==> src/rtl/wp_pkg.sv <==
package wp_pkg;
   typedef enum logic [1:0] {
      ACC_NONE = 2'd0,
      ACC_WIN  = 2'd1,
      ACC_CTRL = 2'd2,
      ACC_STAT = 2'd3
   } acc_e;
endpackage

==> src/rtl/wp_addr_decode.sv <==
module wp_addr_decode #(
   parameter int ADDR_W   = 12,
   parameter int WIN_LO   = 0,
   parameter int WIN_HI   = 'h1FC,
   parameter int CTRL_OFS = 'h200,
   parameter int STAT_OFS = 'h204
) (
   input  logic [ADDR_W-1:0] addr,
   output wp_pkg::acc_e      acc
);
   localparam logic [ADDR_W-1:0] LO_A   = ADDR_W'(WIN_LO);
   localparam logic [ADDR_W-1:0] HI_A   = ADDR_W'(WIN_HI);
   localparam logic [ADDR_W-1:0] CTRL_A = ADDR_W'(CTRL_OFS);
   localparam logic [ADDR_W-1:0] STAT_A = ADDR_W'(STAT_OFS);

   logic lo_ok;
   logic hi_ok;

   // the lower compare is dropped when the window starts at zero
   generate
      if (WIN_LO == 0) begin : g_lo_zero
         assign lo_ok = 1'b1;
      end else begin : g_lo_cmp
         assign lo_ok = (addr >= LO_A);
      end
   endgenerate

   assign hi_ok = (addr <= HI_A);

   always_comb begin
      if (lo_ok && hi_ok)       acc = wp_pkg::ACC_WIN;
      else if (addr == CTRL_A)  acc = wp_pkg::ACC_CTRL;
      else if (addr == STAT_A)  acc = wp_pkg::ACC_STAT;
      else                      acc = wp_pkg::ACC_NONE;
   end
endmodule

==> src/rtl/wp_ctrl_reg.sv <==
module wp_ctrl_reg #(
   parameter int          DATA_W = 32,
   parameter int          KEY_W  = 24,
   parameter logic [23:0] KEY    = 24'h5AC3E1
) (
   input  logic              clk,
   input  logic              rst_n,
   input  logic              ctrl_wr,
   input  logic [DATA_W-1:0] wdata,
   output logic              lock,
   output logic              key_ok
);
   localparam logic [KEY_W-1:0] KEY_V = KEY_W'(KEY);

   // the key sits in the top KEY_W bits of the write data
   assign key_ok = ctrl_wr && (wdata[DATA_W-1 -: KEY_W] == KEY_V);

   always_ff @(posedge clk or negedge rst_n) begin
      if (!rst_n)      lock <= 1'b0;
      else if (key_ok) lock <= wdata[0];
   end
endmodule

==> src/rtl/wp_viol_log.sv <==
module wp_viol_log #(
   parameter int ADDR_W = 12
) (
   input  logic              clk,
   input  logic              rst_n,
   input  logic              refused,
   input  logic [ADDR_W-1:0] addr,
   input  logic              clr,
   output logic              flag,
   output logic [ADDR_W-1:0] src
);
   always_ff @(posedge clk or negedge rst_n) begin
      if (!rst_n) begin
         flag <= 1'b0;
         src  <= '0;
      end else if (clr) begin
         flag <= 1'b0;
      end else if (refused && !flag) begin
         flag <= 1'b1;
         src  <= addr;
      end
   end
endmodule

==> src/rtl/wp_guard.sv <==
module wp_guard #(
   parameter int          ADDR_W   = 12,
   parameter int          DATA_W   = 32,
   parameter int          WIN_LO   = 0,
   parameter int          WIN_HI   = 'h1FC,
   parameter int          CTRL_OFS = 'h200,
   parameter int          STAT_OFS = 'h204,
   parameter int          KEY_W    = 24,
   parameter logic [23:0] KEY      = 24'h5AC3E1
) (
   input  logic              clk,
   input  logic              rst_n,
   input  logic              bus_we,
   input  logic [ADDR_W-1:0] bus_addr,
   input  logic [DATA_W-1:0] bus_wdata,
   output logic [DATA_W-1:0] bus_rdata,
   output logic              reg_we
);
   localparam int SRC_LSB = 8;

   generate
      if (DATA_W < SRC_LSB + ADDR_W) begin : g_bad_dw
         $error("DATA_W too narrow for the offset field");
      end
      if (KEY_W + 1 > DATA_W || KEY_W > 24) begin : g_bad_kw
         $error("KEY_W does not fit");
      end
      if (WIN_HI >= CTRL_OFS && WIN_LO <= CTRL_OFS) begin : g_bad_ctrl
         $error("control register lies inside the guarded window");
      end
      if (WIN_HI >= STAT_OFS && WIN_LO <= STAT_OFS) begin : g_bad_stat
         $error("status register lies inside the guarded window");
      end
   endgenerate

   wp_pkg::acc_e      acc;
   logic              lock;
   logic              key_ok;
   logic              refused;
   logic              flag;
   logic [ADDR_W-1:0] src;

   wp_addr_decode #(
      .ADDR_W(ADDR_W), .WIN_LO(WIN_LO), .WIN_HI(WIN_HI),
      .CTRL_OFS(CTRL_OFS), .STAT_OFS(STAT_OFS)
   ) u_dec (
      .addr (bus_addr),
      .acc  (acc)
   );

   wp_ctrl_reg #(.DATA_W(DATA_W), .KEY_W(KEY_W), .KEY(KEY)) u_ctrl (
      .clk     (clk),
      .rst_n   (rst_n),
      .ctrl_wr (bus_we && acc == wp_pkg::ACC_CTRL),
      .wdata   (bus_wdata),
      .lock    (lock),
      .key_ok  (key_ok)
   );

   assign refused = bus_we && (acc == wp_pkg::ACC_WIN) && lock;
   assign reg_we  = bus_we && (acc == wp_pkg::ACC_WIN) && !lock;

   wp_viol_log #(.ADDR_W(ADDR_W)) u_log (
      .clk     (clk),
      .rst_n   (rst_n),
      .refused (refused),
      .addr    (bus_addr),
      .clr     (key_ok),
      .flag    (flag),
      .src     (src)
   );

   always_comb begin
      bus_rdata = '0;
      case (acc)
         wp_pkg::ACC_CTRL: bus_rdata[0] = lock;
         wp_pkg::ACC_STAT: begin
            bus_rdata[0]                     = flag;
            bus_rdata[SRC_LSB +: ADDR_W]     = src;
         end
         default: bus_rdata = '0;
      endcase
   end
endmodule

==> config.mk <==
export PLATFORM = sky130hd
export DESIGN_NAME = wp_guard
export DESIGN_NICKNAME = d
export VERILOG_FILES = /design/src/rtl/wp_pkg.sv /design/src/rtl/wp_addr_decode.sv /design/src/rtl/wp_ctrl_reg.sv /design/src/rtl/wp_viol_log.sv /design/src/rtl/wp_guard.sv
export SDC_FILE = /design/constraint.sdc
export NUM_CORES = 1
export LEC_CHECK = 0
export CAP_MARGIN = 20
export CORE_AREA = 8 8 63 65
export CTS_BUF_LIST = sky130_fd_sc_hd__clkbuf_4 sky130_fd_sc_hd__clkbuf_8
export DETAILED_ROUTE_END_ITERATION = 10
export DIE_AREA = 0 0 71 73
export PLACE_DENSITY = 0.82
export SETUP_SLACK_MARGIN = 0.05
export SYNTH_ARGS = -nofsm -noshare
export SYNTH_HDL_FRONTEND = slang
export SYNTH_SLANG_ARGS = --single-unit
==> constraint.sdc <==
create_clock -name clk -period 1.98 [get_ports clk]
set_clock_uncertainty 0.05 [all_clocks]
set_input_delay 0.396 -clock clk [delete_from_list [all_inputs] [get_ports clk]]
set_output_delay 0.396 -clock clk [all_outputs]
set_load 0.03 [all_outputs]
* Yosys cells after proc, flatten, opt, wreduce, memory -nomap -nowiden
Index checks and enable logic that the tools add are counted.
Storage, ports and cells: bits in registers 14, bits of input ports 47, logic and storage cells 28
Cells by class: magnitude comparators 1, eq/ne operators 6, mux-type cells 7, bitwise logic cells 1, reduce and logical (&&, ||, !) cells 10
Operators with widths (number):
- 12-bit by 10-bit equality test with 1-bit output (second input constant) | 2
- 24-bit by 23-bit equality test with 1-bit output (second input constant) | 1
- 12-bit by 9-bit less-or-equal comparator with 1-bit output (second input constant) | 1
- 12-bit two-way mux | 1
- 1-bit logical AND | 6
- 2-bit two-way mux | 3
- 2-bit equality test (second input constant) | 2
- 2-bit by 1-bit equality test with 1-bit output (second input constant) | 1
- 1-bit zero test | 2
- 1-bit two-way mux | 2
- 1-bit case mux with 2 select lines | 1
- 2-bit AND reduction | 1
- 2-bit nonzero test | 1
- 1-bit inverter | 1

* Depth between registers and ports, before layout
Gate-level depths: netlist of run 1.
depth after elaboration 10, gate-level depth with buffers 5, gate-level depth less buffers 4

* By module
A second synthesis of run 1 with hierarchy kept.
Second synthesis, totals: cells, all modules 90, area, all modules 1003.5 um2
Modules (own cells, without submodules):
- wp_viol_log | instances 1, cells each 29, area an instance 498.0 um2
- wp_guard | instances 1, cells each 40, area an instance 291.5 um2
- wp_ctrl_reg | instances 1, cells each 11, area an instance 140.1 um2
- wp_addr_decode | instances 1, cells each 10, area an instance 73.8 um2

* Worst setup path before layout of run 1
Ideal clock, no wire load.
kind input-to-output, start in bus_addr[4], end out bus_rdata[0], data arrival time 1.628 ns, data required time 1.534 ns, slack -0.094 ns, stages on the path 5, path through nor4_1 -> and4_1 -> clkbuf_1 -> nand2_1 -> o21ai_0
On the way: word-level cells in the longest chain between the ends 6
Ends and longest elaborated chain:
- from (decl) | line wp_guard.sv:14 | input logic [ADDR_W-1:0] bus_addr,
- parallel branches: the longest is 3 deep, another holds 12-bit by 9-bit less-or-equal comparator with 1-bit output
- 2-bit two-way mux (*) | line wp_addr_decode.sv:31 | if (lo_ok && hi_ok) acc = wp_pkg::ACC_WIN;
- 2-bit equality test | line wp_guard.sv:75 | case (acc)
- 1-bit case mux with 2 select lines (*) | line wp_guard.sv:75
- to (decl) | line wp_guard.sv:16 | output logic [DATA_W-1:0] bus_rdata,
Every way passes the cells marked *.

* Worst setup path in the final report of run 1
start in bus_wdata[31], end reg u_ctrl.lock
On the way: word-level cells in the longest chain between the ends 2
Ends and longest elaborated chain:
- from (decl) | line wp_guard.sv:15 | input logic [DATA_W-1:0] bus_wdata,
- 24-bit by 23-bit equality test with 1-bit output | line wp_ctrl_reg.sv:16 | assign key_ok = ctrl_wr && (wdata[DATA_W-1 -: KEY_W] == KEY_V);
- 1-bit logical AND | line wp_ctrl_reg.sv:16
- to (signal assigned) | line wp_ctrl_reg.sv:20 | else if (key_ok) lock <= wdata[0];
- to (decl) | line wp_ctrl_reg.sv:10 | output logic lock,
Every way passes these cells. A chain may end at the register's enable or synchronous reset.

==> results of run 1 <==
layout by cell type, fill, tap and decap left out:
cell type        synthesis  routed
clkbuf_2                 0       4
buf_2                    0       2
clkdlybuf4s50_1          0      19
and4_1                   2       1
or3_4                    1       1
conb_1                   1      19
o31ai_4                  0       1
clkdlybuf4s15_1          0       1
buf_6                    1      18
buf_8                    0       2
o21ai_2                  0       1
mux2_2                  10       9
dfrtp_1                 14      14
nor2_1                   4       2
nor4_4                   0       1
and2_2                   3       3
o21ba_2                  1       1
mux2_4                   0       1
nand4_1                  5       5
buf_12                   0       1
nand3_1                  1       1
nor4b_2                  1       1
dlymetal6s2s_1           0       7
and4_4                   0       1
nor2_2                   0       2
nor3b_1                  1       1
buf_4                   19      15
inv_1                    1       1
and2_4                   0      12
nor4bb_4                 0       4
nor2b_1                  2       2
nor4_2                   0       2
nor4b_4                  0       1
dlygate4sd2_1            0       1
clkbuf_4                 0       3
nand2_4                  0       1
kinds of logic after synthesis:
| family | Yosys count | synth area share |
|---|---|---|
| AO/OA/AOI/OAI | 3 | 0.02409 |
| buffers and inverters | 22 | 0.1727 |
| flip-flops | 14 | 0.3748 |
| multiplexers | 10 | 0.1205 |
| other | 1 | 0.004012 |
| AND/OR/NAND/NOR | 41 | 0.3039 |
where the power goes:
part	switching [mW]	internal [mW]	leakage, nW	total [mW]
combinational	0.102	0.0992	0.708	0.201
clock	0.0919	0.0706	0.0138	0.163
sequential	0.00235	0.289	0.194	0.291
total	0.196	0.459	0.916	0.655
final timing paths:
kind / endpoint / slack (ns) / depth (start not counted)
setup / recovery: u_ctrl.lock$_DFFE_PN0P_ / -0.06 / 6
hold reg to reg: u_log.src[9]$_DFFE_PN0P_ / 0.45 / 1
setup reg to reg: u_log.src[2]$_DFFE_PN0P_ / 0.54 / 3
min in group asynchronous: u_ctrl.lock$_DFFE_PN0P_ / 0.47 / 1
max in group asynchronous: u_log.src[0]$_DFFE_PN0P_ / 0.97 / 1
hold / removal: u_log.src[8]$_DFFE_PN0P_ / 0.31 / 2
layer usage:
metal  global-route usage  part of all wire
met5                    0                 0
met4              0.03002             0.019
met3              0.05082             0.071
met2               0.2441              0.57
met1               0.1066              0.34
Yosys cell counts, types with 2 or more instances:
master,n,area (um2)
buf_4,19,142.6
dfrtp_1,14,350.3
and2_1,12,75.07
mux2_2,10,112.6
nand4_1,5,31.28
nor2_1,4,15.01
nor4bb_1,4,40.04
and2_2,3,22.52
nor4_1,3,18.77
and4_1,2,17.52
nor2b_1,2,12.51
area by class of cell:
class,instances,area share
Timing Repair Buffer,70,0.3911
Sequential cell,14,0.1980
Clock buffer,3,0.01273
Multi-Input combinational cell,73,0.3727
Tap cell,33,0.02334
Inverter,1,0.002122
flip-flops by register name, indices dropped and copies added, names as in the netlist:
signal       count
u_log.flag       1
u_ctrl.lock      1
u_log.src       12
per-stage QoR:
stage          power [mW]  std cells    util  hold slack, ns
6_report           0.6548        194  0.5992          0.3053
5_1_grt            0.6858        194  0.5992          0.2963
4_1_cts            0.6484        194  0.5725          0.3612
3_5_place_dp       0.4702        187  0.5131          0.4266
3_3_place_gp       0.4652        187  0.5131          0.4246
2_1_floorplan      0.3888        109       -         0.05041
critical path: stages:
cell             delay, ns
clkdlybuf4s50_1       0.46
nor4bb_4              0.31
nand4_1               0.16
nor4_2                0.35
buf_4                 0.19
mux2_4                0.29
timing repair:
item,4_1_cts,5_1_grt
hold buffers,0,0
gates resized for setup,85,32
pin swaps,17,15
setup endpoints to repair,24,15
setup buffers,5,4
==> results.yml, run 1 <==
worst_hold_path:
  hp-start: "bus_addr[8]"
  hp-class: "input pin to flip-flop"
cells_and_area:
  multi_input_area_um2: 659.4
  n_antenna_cell: 0
  final-seq-area_um2: 350.3
  fin_nets: 210
  drive_above_1_share: 0.5404
  syn2layout_area_growth_pct: 89.29
  fill_cells: 243
  design_area_um2: 1769
sta:
  relSlewSlack: 0.5434
  worst_pin_slew_ns: 0.6828
  setup_violations: 1
  maxSlewViolCount: 0
  hold_violations: 0
  worst_slack_ns: -0.06103
  fmax_ghz: 0.4899
  fin_crit_sh: 1.031
  tns_ns: -0.06103
  period_needed_ns: 2.041
  rsz0062_at_grt: "yes"
flow_run:
  max_cap_viol_count: 0
yosys:
  syn_area_per_cell_um2: 10.27
  yosysSeqAreaShare: 0.3748
  yosysUniqueCellTypes: 24
  synth_edf_count: 0
  syn_area_um2: 934.6
  netlist_instances: 91
  async_reset_ff_frac: 1.000
  synthFlopType: "dfrtp_1"
  yosysWarnings: 0
  ys_ff_latch: 14
route:
  drtIter0Drc: 35
  drc: 0
  ant_nets: 0
  vias: 903
  wl_mm: 3.600
  vias_per_cell: 4.655
  routedWlPerCell_um: 18.56
  firstDrtPassIters: 4
grt:
  grt_pass1_vias: 1005
  overflow: 0
  grt_pass1_wl_mm: 4.892
  gr-usage-all-layers: 0.1210
  antenna_found_initial: 0
  grt_max_degree: 15
floorplanning:
  num_io_pins: 80
  dieArea_um2: 5183
  coreArea_um2: 2953
  fp.dieH_um: 73
  start_util: 0.3165
  row_count: 20
  die_x_um: 71
placement:
  gp_congestion: 0.7892
  hpwl_mm: 2.699
  pre_cts_ws_ns: -0.6173
  io_buffers: 53
  placed_area_um2: 1515
setup_path:
  critPathMaxFanout: 2
  required_ns: 2.11
  cp-startpoint: "bus_wdata[31]"
  end_kind: "flip-flop"
  critPathLaunchType: "input pin"
  path_class: "input pin to flip-flop"
  r2r-start: "u_ctrl.lock$_DFFE_PN0P_"
  cp.arrival_ns: 2.17
clock_network:
  cts_inserted_buffers: 3
  clk_latency_ns: 0.28
  clock-sinks: 14
  root_buffer: "clkbuf_4"
  path_clk_slew_ns: 0.09
  clockBufferDepth: 2
  cts_tree: "done"
  htreeDepth: 1
outcome:
  violations: "setup timing"
  status: "finished with violations"
power_and_ir_drop:
  powerDensity_nw_per_um2: 370.1
  ir_worst_vdd_mv: 0.2611
  leakagePower_nw: 0.9163
No activity file was read; power rests on OpenSTA's default activity.
==> run 2: changes to the inputs <==
- CORE_AREA: 8 8 63 65 -> 8 8 64 66
- DIE_AREA: 0 0 71 73 -> 0 0 72 74
- SYNTH_HIERARCHICAL: unset -> 1
==> run 2 against run 1 <==
- clock power grew 29%
- register-to-register slack lost 0.15 ns
- the flow still finishes with violations (setup timing)
- final area grew 7.0%
- largest power group unchanged
- highest routed layer unchanged
- critical path type unchanged
- largest cell class is now multi-input combinational cells
- first-iteration DRC count grew 29%
==> results.yml, run 2 <==
yosys:
  yosys-top-cells-area: "dfrtp_1 35%, buf_4 14%, mux2_2 13%"
  synthFlopType: "dfrtp_1"
  synthTopCellsByCount: "19 x buf_4, 14 x dfrtp_1, 12 x mux2_2"
  synth_area_leader_cell: "dfrtp_1"
  synth_edf_count: 0
  yosysSeqAreaShare: 0.3491
  syn_area_um2: 1003
  yosysUniqueCellTypes: 28
  ys_ff_latch: 14
  syn_area_per_cell_um2: 11.15
  yosysWarnings: 6
  netlist_instances: 90
  synth_top_area_share: 0.3491
  synth.most_common_cell: "buf_4"
  async_reset_ff_frac: 1.000
clock_network:
  clockBufferDepth: 2
  clk_latency_ns: 0.28
  cts_tree: "done"
  path_clk_slew_ns: 0.09
  htreeDepth: 1
  root_buffer: "clkbuf_4"
  clock-sinks: 14
  cts_inserted_buffers: 3
sta:
  tns_ns: -6.351
  hold_violations: 0
  setup_violations: 27
  worst_slack_ns: -0.2908
  rsz0062_at_grt: "yes"
  relSlewSlack: 0.5559
  period_needed_ns: 2.271
  maxSlewViolCount: 0
  fin_crit_sh: 1.147
  worst_pin_slew_ns: 0.6641
  whs_ns: 0.3609
  fmax_ghz: 0.4404
floorplanning:
  start_util: 0.3156
  dieArea_um2: 5328
  num_io_pins: 80
  coreArea_um2: 3179
  fp.dieH_um: 74
  row_count: 21
  die_x_um: 72
setup_path:
  critPathLaunchType: "input pin"
  required_ns: 2.10
  crit_top_cell: "buf_6"
  critPathMaxFanout: 6
  cp_slowest_cell: "nor4_4"
  timing.critical_path.slowest_cell_delay_ns: 0.35
  end_kind: "flip-flop"
  crit_chain: "buf_8 > buf_6 > nand4_1 > nor3_4 > o41ai_4 > and3b_2 > nand4bb_4 > nor4_4 > nor3b_4 > buf_6 > mux2_4"
  cp.arrival_ns: 2.39
  path_class: "input pin to flip-flop"
power_and_ir_drop:
  pwr-share-seq: 0.415
  share_comb_of_total_power: 0.279
  p_int_mw: 0.4886
  leakagePower_nw: 0.8527
  total_power_mw: 0.6880
  p_clk_frac: 0.306
  p_switching_mw: 0.1993
  netSwitchingFraction: 0.2897
  powerDensity_nw_per_um2: 363.4
  ir_worst_vdd_mv: 0.1310
cells_and_area:
  largest_register_ff_count: 12
  regMostFlops: "u_log/src"
  top_regs: "u_log/src (12), u_ctrl/lock (1), u_log/flag (1)"
  syn2layout_area_growth_pct: 88.65
  fin_nets: 208
  drive_above_1_share: 0.5500
  fin_util: 0.5954
  layout_commonest_cell: "clkdlybuf4s50_1"
  n_antenna_cell: 0
  final_cell_mix: "27 x clkdlybuf4s50_1, 19 x conb_1, 16 x buf_6"
grt:
  grt_pass1_vias: 1122
  grt_max_degree: 16
  antenna_found_initial: 0
  grt_pass1_wl_mm: 5.575
  gr-usage-all-layers: 0.1315
  overflow: 0
placement:
  gp_congestion: 0.8512
  hpwl_mm: 2.672
  io_buffers: 53
  pre_cts_ws_ns: -0.9247
flow_run:
  max_cap_viol_count: 0
route:
  firstDrtPassIters: 4
  ant_nets: 0
  dr_wl_met3_um: 347
  wl_met2_mm: 1.818
  vias_per_cell: 4.587
  dr.max_layer_used: "met4"
  drtIter0Drc: 45
  vias: 945
  wl_mm: 3.519
  drt-met1-wl_mm: 1.314
  routedWlPerCell_um: 17.08
  drc: 0
outcome:
  violations: "setup timing"
  status: "finished with violations"
worst_hold_path:
  hp-class: "input pin to flip-flop"
[run 2: cell count changes in the layout (fill, tap and decap cells not counted), moves of 4 or more]
cell	change
buf_2	+5
and2_4	-12
and3_4	+12
dlymetal6s2s_1	-7
nor4bb_4	-4
mux2_4	+12
clkdlybuf4s50_1	+8
mux2_2	-9
[run 2: power by group through the flow]
| stage | logic [mW] | registers [mW] | clock network (mW) |
|---|---|---|---|
| after floorplan | 0.0966 | 0.291 | 0 |
| after global placement | 0.178 | 0.291 | 0 |
| after detailed placement | 0.181 | 0.291 | 0 |
| after CTS | 0.190 | 0.286 | 0.210 |
| after global routing | 0.203 | 0.286 | 0.225 |
| final | 0.192 | 0.286 | 0.211 |
[run 2: logic make-up (layout without fill, tap and decap cells)]
logic type             count (synthesis)  count (layout)  share of synthesized area
AOI/OAI and AO/OA                      1               1                   0.008730
buffers and inverters                 22              74                     0.1696
DFF                                   14              14                     0.3491
muxes                                 14              14                     0.1559
other                                  1              19                   0.003737
and+or+nand+nor                       38              38                     0.3130
[run 2: repair_timing]
action | in CTS | in global routing
pin swaps | 10 | 10
hold buffers | 0 | 0
setup buffers | 6 | 2
endpoints found under the setup margin | 28 | 28
gates cloned | 2 | 0
resized for setup | 74 | 18
[run 2: worst paths after layout]
| check | start | cells after the start | end | slack, ns |
|---|---|---|---|---|
| max reg2reg | u_ctrl/lock$_DFFE_PN0P_ | 4 | u_log/src[11]$_DFFE_PN0P_ | 0.39 |
| min reg2reg | u_log/src[6]$_DFFE_PN0P_ | 1 | u_log/src[6]$_DFFE_PN0P_ | 0.47 |
| max | bus_addr[3] | 11 | u_log/src[11]$_DFFE_PN0P_ | -0.29 |
| min in group asynchronous | rst_n | 1 | u_log/src[10]$_DFFE_PN0P_ | 0.46 |
| min | bus_addr[10] | 2 | u_log/src[10]$_DFFE_PN0P_ | 0.36 |
| max in group asynchronous | rst_n | 1 | u_log/src[2]$_DFFE_PN0P_ | 0.99 |
[run 2: critical path: cells and delay by family]
kind                   cells  cell delay (ns)
multiplexers               1             0.31
buffers and inverters      3             0.31
AO/OA/AOI/OAI              1             0.12
AND/OR/NAND/NOR            6             1.25
[run 2: layout make-up]
type                    instances  area, um2
fillers                       255       1286
repair buffers                 70      696.9
flip-flops and latches         14      350.3
clock buffers                   4      36.28
well taps                      46      57.56
multi-input cells              72      752.0
[run 2: metrics by stage]
step / area (um2) / std cells
2_1_floorplan: 1174 / 108
3_3_place_gp: 1697 / 197
3_5_place_dp: 1697 / 197
4_1_cts: 1928 / 209
5_1_grt: 1893 / 206
6_report: 1893 / 206
[run 2: metal layers]
metal	up-vias	GRT usage
li1	431	-
met1	451	0.1344
met2	59	0.2470
met3	4	0.05256
met4	0	0.02721
met5	-	0
